`config.mk`:
```
export PLATFORM = sky130hd
export DESIGN_NAME = wo_snoop_ctrl
export DESIGN_NICKNAME = d
export VERILOG_FILES = /design/src/rtl/wo_pkg.sv /design/src/rtl/wo_line_store.sv /design/src/rtl/wo_snoop_unit.sv /design/src/rtl/wo_ctrl_fsm.sv /design/src/rtl/wo_snoop_ctrl.sv
export SDC_FILE = /design/constraint.sdc
export NUM_CORES = 1
export LEC_CHECK = 0
export BUFFER_PORTS_ARGS = -buffer_cell sky130_fd_sc_hd__buf_2
export CORE_MARGIN = 2
export CORE_UTILIZATION = 55
export CTS_CLUSTER_DIAMETER = 60
export CTS_CLUSTER_SIZE = 12
export DETAILED_ROUTE_END_ITERATION = 8
export PLACE_DENSITY_LB_ADDON = 0.1
export SLEW_MARGIN = 20
export SYNTH_ARGS = -nofsm -noshare
export SYNTH_HDL_FRONTEND = slang
export SYNTH_SLANG_ARGS = --single-unit
```
`constraint.sdc`:
```
create_clock -name clk -period 9.7 [get_ports clk]
set_input_delay 0.97 -clock clk [delete_from_list [all_inputs] [get_ports clk]]
set_output_delay 0.97 -clock clk [all_outputs]
set_load 0.02 [all_outputs]
```
`src/rtl/wo_pkg.sv`:
```
// Package: shared types for the write-once snooping controller.
// Assumes one word per line; encodings are visible on the bus pins.
package wo_pkg;
    typedef enum logic [1:0] {
        LN_INV   = 2'd0,
        LN_VAL   = 2'd1,
        LN_RES   = 2'd2,
        LN_DIRTY = 2'd3
    } line_st_t;

    typedef enum logic [2:0] {
        BC_NONE  = 3'd0,
        BC_READ  = 3'd1,
        BC_WTI   = 3'd2,
        BC_RFO   = 3'd3,
        BC_WB    = 3'd4
    } bus_cmd_t;

    typedef enum logic [2:0] {
        F_IDLE, F_WB, F_FETCH, F_WTI, F_DONE
    } fsm_t;
endpackage

```
`src/rtl/wo_line_store.sv`:
```
// Line store: direct-mapped state/tag/data arrays, two read ports
// (processor index, snoop index), a full processor write port and a
// state-only snoop write port. Assumes the snoop write wins on a clash.
module wo_line_store
    import wo_pkg::*;
#(
    parameter int IDX_W  = 2,
    parameter int TAG_W  = 6,
    parameter int DATA_W = 16
) (
    input  logic              clk,
    input  logic              rst_n,
    input  logic [IDX_W-1:0]  a_idx,
    output line_st_t          a_st,
    output logic [TAG_W-1:0]  a_tag,
    output logic [DATA_W-1:0] a_data,
    input  logic [IDX_W-1:0]  b_idx,
    output line_st_t          b_st,
    output logic [TAG_W-1:0]  b_tag,
    output logic [DATA_W-1:0] b_data,
    input  logic              pw_en,
    input  logic [IDX_W-1:0]  pw_idx,
    input  logic [TAG_W-1:0]  pw_tag,
    input  logic [DATA_W-1:0] pw_data,
    input  line_st_t          pw_st,
    input  logic              sw_en,
    input  logic [IDX_W-1:0]  sw_idx,
    input  line_st_t          sw_st
);
    localparam int DEPTH = 1 << IDX_W;

    line_st_t          st_q   [DEPTH];
    logic [TAG_W-1:0]  tag_q  [DEPTH];
    logic [DATA_W-1:0] data_q [DEPTH];

    // Read ports are plain array lookups.
    assign a_st   = st_q[a_idx];
    assign a_tag  = tag_q[a_idx];
    assign a_data = data_q[a_idx];
    assign b_st   = st_q[b_idx];
    assign b_tag  = tag_q[b_idx];
    assign b_data = data_q[b_idx];

    // Line states: clear on reset, snoop update issued last so it wins.
    always_ff @(posedge clk) begin
        if (!rst_n) begin
            for (int i = 0; i < DEPTH; i++) st_q[i] <= LN_INV;
        end else begin
            if (pw_en) st_q[pw_idx] <= pw_st;
            if (sw_en) st_q[sw_idx] <= sw_st;
        end
    end

    // Tag and data written only by the processor side.
    always_ff @(posedge clk) begin
        if (pw_en) begin
            tag_q[pw_idx]  <= pw_tag;
            data_q[pw_idx] <= pw_data;
        end
    end

    // a snoop state update is never lost to a same-cycle processor write.
    p_snoop_wins_r11: assert property (@(posedge clk) disable iff (!rst_n)
        sw_en |=> st_q[$past(sw_idx)] == $past(sw_st));
endmodule

```
`src/rtl/wo_snoop_unit.sv`:
```
// Snoop unit: decides, combinationally, how another controller's bus
// command affects the line at its index and whether to intervene.
// Assumes the snooped command is present for exactly one cycle.
module wo_snoop_unit
    import wo_pkg::*;
#(
    parameter int TAG_W  = 6,
    parameter int DATA_W = 16
) (
    input  logic              snp_valid,
    input  logic [2:0]        snp_cmd,
    input  logic [TAG_W-1:0]  snp_tag,
    input  line_st_t          l_st,
    input  logic [TAG_W-1:0]  l_tag,
    input  logic [DATA_W-1:0] l_data,
    output logic              itv,
    output logic [DATA_W-1:0] itv_data,
    output logic              upd_en,
    output line_st_t          upd_st
);
    logic match;

    // Response to a snooped command: downgrade, invalidate, intervene.
    always_comb begin
        match  = snp_valid && (l_st != LN_INV) && (l_tag == snp_tag);
        itv    = 1'b0;
        upd_en = 1'b0;
        upd_st = l_st;
        case (bus_cmd_t'(snp_cmd))
            BC_READ: begin
                if (match && (l_st == LN_RES || l_st == LN_DIRTY)) begin
                    upd_en = 1'b1;
                    upd_st = LN_VAL;
                    itv    = (l_st == LN_DIRTY);
                end
            end
            BC_WTI, BC_RFO: begin
                if (match) begin
                    upd_en = 1'b1;
                    upd_st = LN_INV;
                    itv    = (l_st == LN_DIRTY);
                end
            end
            default: ;
        endcase
        itv_data = itv ? l_data : '0;
    end
endmodule

```
`src/rtl/wo_ctrl_fsm.sv`:
```
// Control FSM: serves hits locally, sequences write-back, fetch and
// write-through/invalidate transactions, and stalls the processor.
// Assumes the processor holds its request stable while stalled.
module wo_ctrl_fsm
    import wo_pkg::*;
#(
    parameter int ADDR_W = 8,
    parameter int IDX_W  = 2,
    parameter int DATA_W = 16
) (
    input  logic                    clk,
    input  logic                    rst_n,
    input  logic                    cpu_req,
    input  logic                    cpu_we,
    input  logic [ADDR_W-1:0]       cpu_addr,
    input  logic [DATA_W-1:0]       cpu_wdata,
    output logic                    cpu_stall,
    input  logic                    snp_block,
    input  line_st_t                l_st,
    input  logic [ADDR_W-IDX_W-1:0] l_tag,
    input  logic [DATA_W-1:0]       l_data,
    input  logic                    bus_gnt,
    input  logic                    bus_done,
    input  logic [DATA_W-1:0]       bus_rdata,
    output logic                    bus_req,
    output bus_cmd_t                bus_cmd,
    output logic [ADDR_W-1:0]       bus_addr,
    output logic [DATA_W-1:0]       bus_wdata,
    output logic                    pw_en,
    output logic [ADDR_W-IDX_W-1:0] pw_tag,
    output logic [DATA_W-1:0]       pw_data,
    output line_st_t                pw_st
);
    localparam int TAG_W = ADDR_W - IDX_W;

    fsm_t             state_q, state_d;
    logic             gnt_seen_q;
    logic [TAG_W-1:0] cpu_tag;
    logic             hit, serve, in_bus, done_bus;

    assign cpu_tag  = cpu_addr[ADDR_W-1:IDX_W];
    assign hit      = (l_st != LN_INV) && (l_tag == cpu_tag);
    assign serve    = hit && !snp_block &&
                      (!cpu_we || l_st == LN_RES || l_st == LN_DIRTY);
    assign in_bus   = (state_q == F_WB) || (state_q == F_FETCH) || (state_q == F_WTI);
    assign done_bus = gnt_seen_q && bus_done;
    assign bus_req  = in_bus && !gnt_seen_q;

    // Next state, stall, bus command and line write for each state.
    always_comb begin
        state_d   = state_q;
        cpu_stall = 1'b1;
        bus_cmd   = BC_NONE;
        bus_addr  = '0;
        bus_wdata = '0;
        pw_en     = 1'b0;
        pw_tag    = cpu_tag;
        pw_data   = cpu_wdata;
        pw_st     = LN_DIRTY;
        case (state_q)
            F_IDLE: begin
                cpu_stall = cpu_req && !serve;
                if (cpu_req && serve && cpu_we) begin
                    pw_en = 1'b1;
                end else if (cpu_req && hit && cpu_we && l_st == LN_VAL) begin
                    state_d = F_WTI;
                end else if (cpu_req && !hit) begin
                    state_d = (l_st == LN_DIRTY) ? F_WB : F_FETCH;
                end
            end
            F_WB: begin
                bus_cmd   = BC_WB;
                bus_addr  = {l_tag, cpu_addr[IDX_W-1:0]};
                bus_wdata = l_data;
                if (done_bus) begin
                    pw_en   = 1'b1;
                    pw_tag  = l_tag;
                    pw_data = l_data;
                    pw_st   = LN_INV;
                    state_d = F_FETCH;
                end
            end
            F_FETCH: begin
                bus_cmd  = cpu_we ? BC_RFO : BC_READ;
                bus_addr = cpu_addr;
                if (done_bus) begin
                    pw_en   = 1'b1;
                    pw_data = cpu_we ? cpu_wdata : bus_rdata;
                    pw_st   = cpu_we ? LN_DIRTY : LN_VAL;
                    state_d = F_DONE;
                end
            end
            F_WTI: begin
                bus_cmd   = BC_WTI;
                bus_addr  = cpu_addr;
                bus_wdata = cpu_wdata;
                if (done_bus) begin
                    pw_en   = 1'b1;
                    pw_st   = LN_RES;
                    state_d = F_DONE;
                end
            end
            F_DONE: begin
                cpu_stall = 1'b0;
                state_d   = F_IDLE;
            end
            default: state_d = F_IDLE;
        endcase
    end

    // State register.
    always_ff @(posedge clk) begin
        if (!rst_n) state_q <= F_IDLE;
        else        state_q <= state_d;
    end

    // Grant tracker: set at grant, cleared when the transaction is done.
    always_ff @(posedge clk) begin
        if (!rst_n)                 gnt_seen_q <= 1'b0;
        else if (done_bus)          gnt_seen_q <= 1'b0;
        else if (bus_req && bus_gnt) gnt_seen_q <= 1'b1;
    end

    // an ungranted request keeps its command, address and word.
    p_req_hold_r4: assert property (@(posedge clk) disable iff (!rst_n)
        (bus_req && !bus_gnt) |=> bus_req && $stable(bus_cmd) &&
                                  $stable(bus_addr) && $stable(bus_wdata));
    // the idle controller never asks for the bus.
    p_idle_quiet_r2: assert property (@(posedge clk) disable iff (!rst_n)
        (state_q == F_IDLE) |-> !bus_req);
    // a finished write-back is followed by a fetch request.
    p_wb_then_fetch_r7: assert property (@(posedge clk) disable iff (!rst_n)
        (state_q == F_WB && done_bus) |=> bus_req &&
            (bus_cmd == BC_READ || bus_cmd == BC_RFO));
endmodule

```
`src/rtl/wo_snoop_ctrl.sv`:
```
// Top: write-once snooping cache controller. Splits addresses into
// index/tag and wires the line store, control FSM and snoop unit.
// Assumes at most one snooped command per cycle.
module wo_snoop_ctrl
    import wo_pkg::*;
#(
    parameter int ADDR_W = 8,
    parameter int IDX_W  = 2,
    parameter int DATA_W = 16
) (
    input  logic              clk,
    input  logic              rst_n,
    input  logic              cpu_req,
    input  logic              cpu_we,
    input  logic [ADDR_W-1:0] cpu_addr,
    input  logic [DATA_W-1:0] cpu_wdata,
    output logic [DATA_W-1:0] cpu_rdata,
    output logic              cpu_stall,
    output logic              bus_req,
    input  logic              bus_gnt,
    input  logic              bus_done,
    output logic [2:0]        bus_cmd,
    output logic [ADDR_W-1:0] bus_addr,
    output logic [DATA_W-1:0] bus_wdata,
    input  logic [DATA_W-1:0] bus_rdata,
    input  logic              snp_valid,
    input  logic [2:0]        snp_cmd,
    input  logic [ADDR_W-1:0] snp_addr,
    output logic              snp_itv,
    output logic [DATA_W-1:0] snp_data
);
    localparam int TAG_W = ADDR_W - IDX_W;

    logic [IDX_W-1:0]  cpu_idx, snp_idx;
    line_st_t          a_st, b_st, pw_st, sw_st;
    logic [TAG_W-1:0]  a_tag, b_tag, pw_tag;
    logic [DATA_W-1:0] a_data, b_data, pw_data;
    logic              pw_en, sw_en, snp_block;
    bus_cmd_t          cmd;

    assign cpu_idx   = cpu_addr[IDX_W-1:0];
    assign snp_idx   = snp_addr[IDX_W-1:0];
    assign snp_block = snp_valid && (snp_idx == cpu_idx);
    assign cpu_rdata = a_data;
    assign bus_cmd   = cmd;

    wo_line_store #(.IDX_W(IDX_W), .TAG_W(TAG_W), .DATA_W(DATA_W)) u_store (
        .clk(clk), .rst_n(rst_n),
        .a_idx(cpu_idx), .a_st(a_st), .a_tag(a_tag), .a_data(a_data),
        .b_idx(snp_idx), .b_st(b_st), .b_tag(b_tag), .b_data(b_data),
        .pw_en(pw_en), .pw_idx(cpu_idx), .pw_tag(pw_tag), .pw_data(pw_data), .pw_st(pw_st),
        .sw_en(sw_en), .sw_idx(snp_idx), .sw_st(sw_st)
    );

    wo_ctrl_fsm #(.ADDR_W(ADDR_W), .IDX_W(IDX_W), .DATA_W(DATA_W)) u_fsm (
        .clk(clk), .rst_n(rst_n),
        .cpu_req(cpu_req), .cpu_we(cpu_we), .cpu_addr(cpu_addr), .cpu_wdata(cpu_wdata),
        .cpu_stall(cpu_stall), .snp_block(snp_block),
        .l_st(a_st), .l_tag(a_tag), .l_data(a_data),
        .bus_gnt(bus_gnt), .bus_done(bus_done), .bus_rdata(bus_rdata),
        .bus_req(bus_req), .bus_cmd(cmd), .bus_addr(bus_addr), .bus_wdata(bus_wdata),
        .pw_en(pw_en), .pw_tag(pw_tag), .pw_data(pw_data), .pw_st(pw_st)
    );

    wo_snoop_unit #(.TAG_W(TAG_W), .DATA_W(DATA_W)) u_snoop (
        .snp_valid(snp_valid), .snp_cmd(snp_cmd), .snp_tag(snp_addr[ADDR_W-1:IDX_W]),
        .l_st(b_st), .l_tag(b_tag), .l_data(b_data),
        .itv(snp_itv), .itv_data(snp_data), .upd_en(sw_en), .upd_st(sw_st)
    );

    // intervention only ever answers a snooped command.
    p_itv_on_snoop_r9: assert property (@(posedge clk) disable iff (!rst_n)
        snp_itv |-> snp_valid);
endmodule

```
Yosys cells after proc, flatten, opt, wreduce, memory -nomap -nowiden
Memories as Yosys holds them, arrays and structs flattened.
Index checks and enable logic that the tools add are counted.
{"block": "classes", "eq_ne": 19, "reduce_logical": 37, "mux": 50, "n_bitwise": 1}
{"cell": "16-bit 2-to-1 mux", "n": 4}
{"cell": "16-bit one-hot mux with 2 select lines", "n": 2}
{"cell": "2-bit 2-to-1 mux", "n": 11}
{"cell": "3-bit one-hot mux with 3 select lines", "n": 2}
{"cell": "1-bit logical AND", "n": 17}
{"cell": "1-bit 2-to-1 mux", "n": 17}
{"cell": "8-bit one-hot mux with 2 select lines", "n": 1}
{"cell": "3-bit 2-to-1 mux", "n": 5}
{"cell": "3-bit by 2-bit == test with 1-bit output, second input constant", "n": 4}
{"cell": "6-bit == test", "n": 2}
{"cell": "6-bit 2-to-1 mux", "n": 2}
{"cell": "2-bit OR reduction", "n": 5}
{"cell": "2-bit == test, second input constant", "n": 4}
{"cell": "1-bit one-hot mux with 2 select lines", "n": 4}
{"cell": "3-bit by 1-bit == test with 1-bit output, second input constant", "n": 2}
{"cell": "2-bit one-hot mux with 3 select lines", "n": 1}
{"cell": "1-bit logical NOT", "n": 5}
{"cell": "1-bit logical OR", "n": 5}
{"cell": "2-bit by 1-bit != test with 1-bit output, second input constant", "n": 2}
{"cell": "2-bit one-hot mux with 2 select lines", "n": 1}
{"cell": "4-bit AND reduction", "n": 1}
{"cell": "2-bit nonzero test", "n": 2}
{"cell": "3-bit == test, second input constant", "n": 1}
{"cell": "3-bit logical NOT", "n": 1}
{"cell": "other kinds (6)", "n": 6}
{"block": "word_totals", "out_inout_bits": 62, "ram_bits": 96, "inputBits": 58, "elab_cells": 112, "ff_bits": 4, "n_memories": 3}
{"memory": "u_store.data_q", "words": 4, "width": 16, "read_ports": 2, "rd_clocked_by_memory_dff": 0, "write_ports": 1, "line": "wo_line_store.sv:34", "rtl": "logic [DATA_W-1:0] data_q [DEPTH];"}
{"memory": "u_store.tag_q", "words": 4, "width": 6, "read_ports": 2, "rd_clocked_by_memory_dff": 0, "write_ports": 1, "line": "wo_line_store.sv:33", "rtl": "logic [TAG_W-1:0] tag_q [DEPTH];"}
{"memory": "u_store.st_q", "words": 4, "width": 2, "read_ports": 2, "rd_clocked_by_memory_dff": 0, "write_ports": 4, "line": "wo_line_store.sv:32", "rtl": "line_st_t st_q [DEPTH];"}

Logic depth before layout (Yosys ltp)
Gate-level depths: netlist (run 1).
{"block": "logic_depth", "word_depth": 14, "ltp_mapped": 10, "ltp_nobuf": 6}

Hierarchy
Synthesis (run 1) repeated with hierarchy kept, for this count alone.
{"block": "unflattened", "cells_unflattened": 372, "area_unflattened_um2": 5738.0}
{"module": "wo_line_store", "cells_per_inst": 192, "instances": 1, "area_each_um2": 4359.2, "seq_area_each_um2": 2882.8}
{"module": "wo_ctrl_fsm", "cells_per_inst": 136, "instances": 1, "area_each_um2": 1046.0, "seq_area_each_um2": 80.1}
{"module": "wo_snoop_unit", "cells_per_inst": 41, "instances": 1, "area_each_um2": 309.0, "seq_area_each_um2": 0.0}
{"module": "wo_snoop_ctrl", "cells_per_inst": 3, "instances": 1, "area_each_um2": 23.8, "seq_area_each_um2": 0.0}

Worst setup path before layout (run 1)
Ideal clock, no wire load.
{"block": "synth_path", "path_type": "input -> output", "start": "in snp_addr[0]", "end": "out snp_data[10]", "path_buffers": 3, "slack_ns": 5.906, "stages": 8, "t_arrival_ns": 2.824, "required_time_ns": 8.730, "path_cell_list": "buf_2 or3b_2 nor4_1 o221a_2 buf_6 o2111ai_4 buf_6 nor2b_1"}
{"block": "synth_via", "elab_chain_len": 8, "word_cells_on_any_way": 15, "cone_classes": "eq/ne: 3; mux: 4; reduce/logical: 5; memory: 3"}
{"element": "start, declared", "line": "wo_snoop_ctrl.sv:28", "rtl": "input logic [ADDR_W-1:0] snp_addr,"}
{"element": "parallel branches: the longest is 7 deep, another holds memory 4 x 6 bit"}
{"element": "16-bit 2-to-1 mux *", "line": "wo_snoop_unit.sv:46", "rtl": "itv_data = itv ? l_data : '0;"}
{"element": "end, declared", "line": "wo_snoop_ctrl.sv:30", "rtl": "output logic [DATA_W-1:0] snp_data"}
Every way passes the cells marked *.

Worst setup path in the final report (run 1)
{"block": "layout_path", "start": "in snp_addr[1]", "end": "out snp_data[6]"}
The elaborated chain is that of the path after synthesis.

==> results of run 1 <==
-- layout make-up --
type | instances | area, um^2
Fill cell | 818 | 3630
Sequential cell | 100 | 2960
Multi-Input combinational cell | 300 | 2670
Timing Repair Buffer | 127 | 656
Tap cell | 136 | 170
Clock buffer | 9 | 124
Clock inverter | 6 | 41.3
Inverter | 4 | 15.0
-- cells in the mapped netlist, types with 4 or more instances --
| cell | number | area (um^2) |
|---|---|---|
| a22o_1 | 17 | 149 |
| a22oi_1 | 16 | 120 |
| buf_1 | 4 | 15.0 |
| buf_6 | 4 | 45.0 |
| clkbuf_1 | 19 | 71.3 |
| dfxtp_1 | 4 | 80.1 |
| edfxtp_1 | 96 | 2880 |
| mux2_2 | 5 | 56.3 |
| mux2i_1 | 15 | 150 |
| mux4_2 | 40 | 901 |
| nand2_1 | 61 | 229 |
| nand2b_1 | 5 | 31.3 |
| nand3_1 | 6 | 30.0 |
| nand4_1 | 5 | 31.3 |
| nor2_1 | 19 | 71.3 |
| nor2b_1 | 20 | 125 |
| nor3_1 | 5 | 25.0 |
| nor4_1 | 6 | 37.5 |
| o21ai_0 | 18 | 90.1 |
| xnor2_1 | 16 | 140 |
-- per-stage QoR --
step                instance area [um^2]  utilization [%]
detailed placement                  6480             63.0
CTS                                 6640             64.6
global route                        6640             64.6
global placement                    6480             63.0
floorplan                           5800                -
finish                              6640             64.6
-- metal layers --
metal	routed length [um]	part of all wire, %	GRT usage (%)	vias up
met5	0	0	0	-
met4	203	1.4	6.96	0
met3	1050	7.4	5.11	12
met2	6750	48	41.5	191
met1	6140	43	36.7	2081
li1	-	-	-	1937
-- power groups by stage --
stage               registers, uW  clock network [uW]  logic (uW)
floorplan                     487                   0        86.6
global placement              488                   0         125
detailed placement            489                   0         126
CTS                           479                 239         126
global route                  479                 257         137
finish                        479                 235         126
-- worst min path at each step --
stage,start,to,slack (ns),cells past startpoint
after CTS,u_fsm.gnt_seen_q,u_fsm.state_q[2],0.61,2
final,u_fsm.gnt_seen_q,u_fsm.state_q[2],0.61,2
after global placement,u_fsm.gnt_seen_q,u_fsm.state_q[2],0.57,2
after detailed placement,u_fsm.gnt_seen_q,u_fsm.state_q[2],0.59,2
after floorplan,u_fsm.gnt_seen_q,u_fsm.state_q[2],0.52,2
after global routing,u_fsm.gnt_seen_q,u_fsm.state_q[2],0.66,2
-- sequential cells by signal, summed over array words and instances, names as in the netlist --
register / cells
u_store.data_q: 64
u_fsm.state_q: 3
u_fsm.gnt_seen_q: 1
u_store.tag_q: 24
u_store.st_q: 8
-- worst max-delay path: stages --
cell	delay [ns]
buf_2	0.71
mux2i_1	0.32
xnor2_1	0.09
nor4_1	0.39
o221a_2	0.40
o2111ai_4	0.35
nor2b_1	0.22
buf_2	0.18
-- cell families (layout without fill, tap and decap cells) --
| logic type | after synthesis | count (layout) | synth area share [%] |
|---|---|---|---|
| and+or+nand+nor | 142 | 142 | 12.2 |
| DFF | 100 | 100 | 51.1 |
| AOI/OAI and AO/OA | 76 | 76 | 10.3 |
| muxes | 63 | 63 | 20.5 |
| buffers and inverters | 35 | 146 | 2.91 |
| xor gates and xnor gates | 19 | 19 | 3.00 |
==> results.py, run 1 <==
metrics = {
    "outcome": {
        "status": "completed",
    },
    "sta": {
        "fin_setup_tns_ns": 0,
        "setup_viol_count_final": 0,
        "timing.final.crit_period_ns": 4.63,
        "worst_pin_slew_ns": 0.951,
        "rsz0062_at_grt": "false",
        "fmax_ghz": 0.216,
        "slew_headroom_pct": 36.6,
        "fin_crit_sh_pct": 47.7,
        "fin_ws_ns": 5.07,
        "finalHoldViolations": 0,
        "maxSlewViolCount": 0,
        "holdWs_ns": 0.607,
        "finClkSkew_ns": 0.0163,
    },
    "drt": {
        "post-route-drc-count": 0,
        "antenna_left": 0,
        "wl_per_cell_um": 20.7,
        "wirelength_um": 14100,
        "drtIter0Drc": 388,
        "vias_per_cell": 6.19,
        "drt_pass1_iterations": 5,
        "vias": 4221,
    },
    "global_routing": {
        "overflow": 0,
        "first_global_vias": 4177,
        "grt_start_max_net_pins": 43,
        "grt_first_pass_wirelength_um": 22300,
        "antenna_found_initial": 0,
        "grtUsageTotal_pct": 25.9,
    },
    "pwr": {
        "sw_frac_of_total_pct": 26.2,
        "total_power_uw": 840,
        "peakVddDrop_mv": 0.116,
        "cellPowerDensity_mw_per_mm2": 126,
        "seq_power_share_pct": 57.0,
        "p_int_uw": 620,
        "switchingPower_uw": 220,
        "comb_power_share_pct": 15.0,
        "p_leak_uw": 0.00251,
        "p_clk_share_pct": 28.0,
    },
    "yosys": {
        "ys.warnings.count": 0,
        "synthArstFlopShare_pct": 0,
        "synth_edf_count": 96,
        "synth-seq-cells": 100,
        "syn_nets": 493,
        "synth.cell_area_mm2": 0.00580,
        "synthFlopType": "edfxtp_1",
        "seq_area_frac_synth_pct": 51.1,
        "syn_inst": 435,
        "synth.distinct_cells": 54,
        "syn_avg_cell_area_um2": 13.3,
    },
    "clock_tree": {
        "cts_hold_buf": 0,
        "post-cts-setup-buffer-count": 0,
        "numCtsBuffers": 9,
        "clk_latency_ns": 0.36,
        "cts_root_buf": "clkbuf_8",
        "cts_resized": 0,
        "cts_tree": "yes",
        "ctsHtreeMaxLevel": 3,
        "cts.sinks": 100,
        "cts_buffer_depth": 2,
        "clk_pin_slew_ns": 0.09,
    },
    "floorplanning": {
        "start_util_pct": 56.4,
        "die_w_um": 107,
        "rows": 37,
        "dieArea_mm2": 0.0114,
        "die_h_um": 107,
        "core_area_mm2": 0.0103,
        "io_pins": 120,
    },
    "setup_path": {
        "cp.required_ns": 8.73,
        "rr_startpoint": "u_fsm.state_q[1]",
        "path_class": "in -> out",
        "startpoint_type": "input port",
        "r2r_slack_ns": 6.78,
        "critPathCaptureType": "primary output",
        "timing.rr.end": "u_store.data_q[3][10]",
        "critPathMaxFanout": 35,
        "critPathLaunch": "snp_addr[1]",
        "worst-r2r-cell-count": 6,
        "arrival_ns": 3.66,
        "cp-endpoint": "snp_data[6]",
    },
    "finish": {
        "final_common_cell": "buf_2",
        "nets": 600,
        "antenna_cells": 0,
        "syn_to_final_growth_pct": 14.6,
        "drive_gt1_share_pct": 37.0,
        "final_cell_mix": "buf_2, edfxtp_1, nand2_1, mux4_2, nor2b_1",
        "instances_no_fill": 682,
    },
    "job": {
        "maxCapViolations": 0,
    },
    "place": {
        "gp_congestion": 0.857,
        "dp_hpwl_um": 9440,
        "dpl.cell_count": 667,
        "port_buffers": 119,
        "place_ws_ns": 5.06,
    },
    "hold_path": {
        "hold_class": "reg -> reg",
    },
}
Note: power is estimated with default switching activity, not from simulation.
==> run 2: changes to the inputs <==
- clock period: 9.7 -> 4.3 ns (I/O delays scaled with it)
==> run 2 against run 1 <==
  * Via count grew 2.3%
  * Cell area grew 0.98%
  * Die area is the same
  * Power grew 130%
  * Count of clock-buffer cells in the layout is the same
  * Sequential share of layout area shrank 0.43 points
  * Setup slack lost 4.2 ns
  * Clock skew shrank 0.0030 ns
  * Global-route usage grew 0.79 points
  * Largest cell class unchanged
==> results.py, run 2 (synthesis results as in run 1) <==
metrics = {
    "floorplanning": {
        "start_util_pct": 56.4,
        "core_area_mm2": 0.0103,
        "rows": 37,
        "die_w_um": 107,
        "dieArea_mm2": 0.0114,
        "io_pins": 120,
        "die_h_um": 107,
    },
    "pwr": {
        "p_int_uw": 1410,
        "seq_power_share_pct": 56.0,
        "peakVddDrop_mv": 0.180,
        "sw_frac_of_total_pct": 26.8,
        "switchingPower_uw": 517,
        "p_leak_uw": 0.00256,
        "cellPowerDensity_mw_per_mm2": 288,
        "comb_power_share_pct": 15.0,
        "p_clk_share_pct": 29.0,
    },
    "drt": {
        "post-route-drc-count": 0,
        "vias_per_cell": 6.26,
        "drt_pass1_iterations": 5,
        "drtIter0Drc": 445,
        "vias": 4316,
        "antenna_left": 0,
        "wirelength_um": 14600,
        "wl_per_cell_um": 21.2,
    },
    "clock_tree": {
        "cts_tree": "yes",
        "cts_hold_buf": 0,
        "post-cts-setup-buffer-count": 0,
        "cts.sinks": 100,
        "cts_resized": 0,
        "cts_buffer_depth": 2,
        "numCtsBuffers": 9,
        "ctsHtreeMaxLevel": 3,
        "clk_pin_slew_ns": 0.10,
        "clk_latency_ns": 0.36,
        "cts_root_buf": "clkbuf_8",
    },
    "setup_path": {
        "path_class": "reg -> out",
        "startpoint_type": "flop",
        "critPathMaxFanout": 17,
        "worst-r2r-cell-count": 5,
        "rr_startpoint": "u_fsm.state_q[2]",
        "r2r_slack_ns": 1.51,
        "critPathCaptureType": "primary output",
        "arrival_ns": 2.97,
        "cp.required_ns": 3.87,
        "timing.rr.end": "u_store.tag_q[0][4]",
    },
    "sta": {
        "fin_setup_tns_ns": 0,
        "setup_viol_count_final": 0,
        "timing.final.crit_period_ns": 3.40,
        "finClkSkew_ns": 0.0133,
        "rsz0062_at_grt": "false",
        "maxSlewViolCount": 0,
        "fin_ws_ns": 0.900,
        "holdWs_ns": 0.319,
        "finalHoldViolations": 0,
        "worst_pin_slew_ns": 0.870,
        "slew_headroom_pct": 42.0,
        "fin_crit_sh_pct": 79.1,
        "fmax_ghz": 0.294,
    },
    "finish": {
        "largest_register_ffs": 64,
        "antenna_cells": 0,
        "top_register": "u_store.data_q",
        "utilization_pct": 65.3,
        "nets": 606,
        "syn_to_final_growth_pct": 15.7,
        "drive_gt1_share_pct": 38.0,
        "top_regs": "u_store.data_q x64, u_store.tag_q x24, u_store.st_q x8",
        "final_common_cell": "buf_2",
        "fillers": 796,
        "fin_area_mm2": 0.00671,
        "final_cell_mix": "buf_2, edfxtp_1, nand2_1, mux4_2, nor2b_1",
    },
    "global_routing": {
        "grt_start_max_net_pins": 24,
        "grtUsageTotal_pct": 26.7,
        "overflow": 0,
        "antenna_found_initial": 0,
        "grt_first_pass_wirelength_um": 22700,
        "first_global_vias": 4252,
    },
    "hold_path": {
        "whs_endpoint": "u_fsm.gnt_seen_q",
        "hold_class": "in -> reg",
        "hp-start": "bus_gnt",
        "hold_depth": 3,
    },
    "place": {
        "place_ws_ns": 0.891,
        "dp_hpwl_um": 10100,
        "gp_congestion": 0.843,
        "dpl_cell_area_mm2": 0.00652,
        "port_buffers": 119,
    },
    "job": {
        "maxCapViolations": 0,
    },
    "outcome": {
        "status": "completed",
    },
}
[run 2: cell types whose count changed in the layout (fill, tap and decap cells not counted)]
cell,delta
inv_6,+1
clkinv_4,+1
clkinvlp_4,-2
buf_4,+6
clkinv_2,+1
clkinv_8,+1
clkinv_1,-1
[run 2: power by group through the flow]
| stage | combinational [uW] | clock, uW | sequential (uW) |
|---|---|---|---|
| after floorplan | 195 | 0 | 1100 |
| after global placement | 285 | 0 | 1100 |
| after detailed placement | 288 | 0 | 1100 |
| after CTS | 290 | 564 | 1080 |
| after global routing | 313 | 603 | 1080 |
| final | 290 | 559 | 1080 |
[run 2: critical path, stage by stage (launching register included)]
cell       delay [ns]
edfxtp_1         0.42
mux2i_1          0.20
xnor2_1          0.12
nor4_1           0.54
o221a_2          0.45
o2111ai_4        0.37
nor2b_1          0.29
buf_2            0.21
[run 2: routing by layer]
layer | wire length, um | vias up | global-route usage (%) | share of wire, %
met5 | 0 | - | 0 | 0
met4 | 118 | 0 | 7.24 | 0.81
met3 | 1110 | 10 | 4.19 | 7.6
met2 | 7250 | 207 | 43.7 | 50
met1 | 6110 | 2150 | 37.6 | 42
li1 | - | 1949 | - | -
[run 2: worst max-delay path by stage]
stage	startpoint	end	slack, ns	cells after the start
2_1_floorplan	cpu_addr[0]	u_store.data_q[1][0]	1.10	7
3_3_place_gp	snp_addr[0]	snp_data[14]	0.92	7
3_5_place_dp	snp_addr[0]	snp_data[14]	0.89	7
4_1_cts	snp_addr[0]	snp_data[14]	0.89	7
5_1_grt	snp_addr[0]	snp_data[14]	0.74	7
6_report	u_store.tag_q[3][1]	snp_data[14]	0.90	7
[run 2: per-stage QoR]
step                instances  total power [uW]
global route              689              2000
CTS                       689              1930
floorplan                 435              1290
finish                    689              1930
detailed placement        673              1390
global placement          673              1390
[run 2: area by class of cell]
class	count	area, um^2	area share, %
sequential	100	2960	44.2
multi-input combinational	300	2670	39.9
timing repair buffer	133	701	10.4
tap	136	170	2.54
clock buffer	9	124	1.85
clock inverter	7	61.3	0.914
inverter	4	15.0	0.224
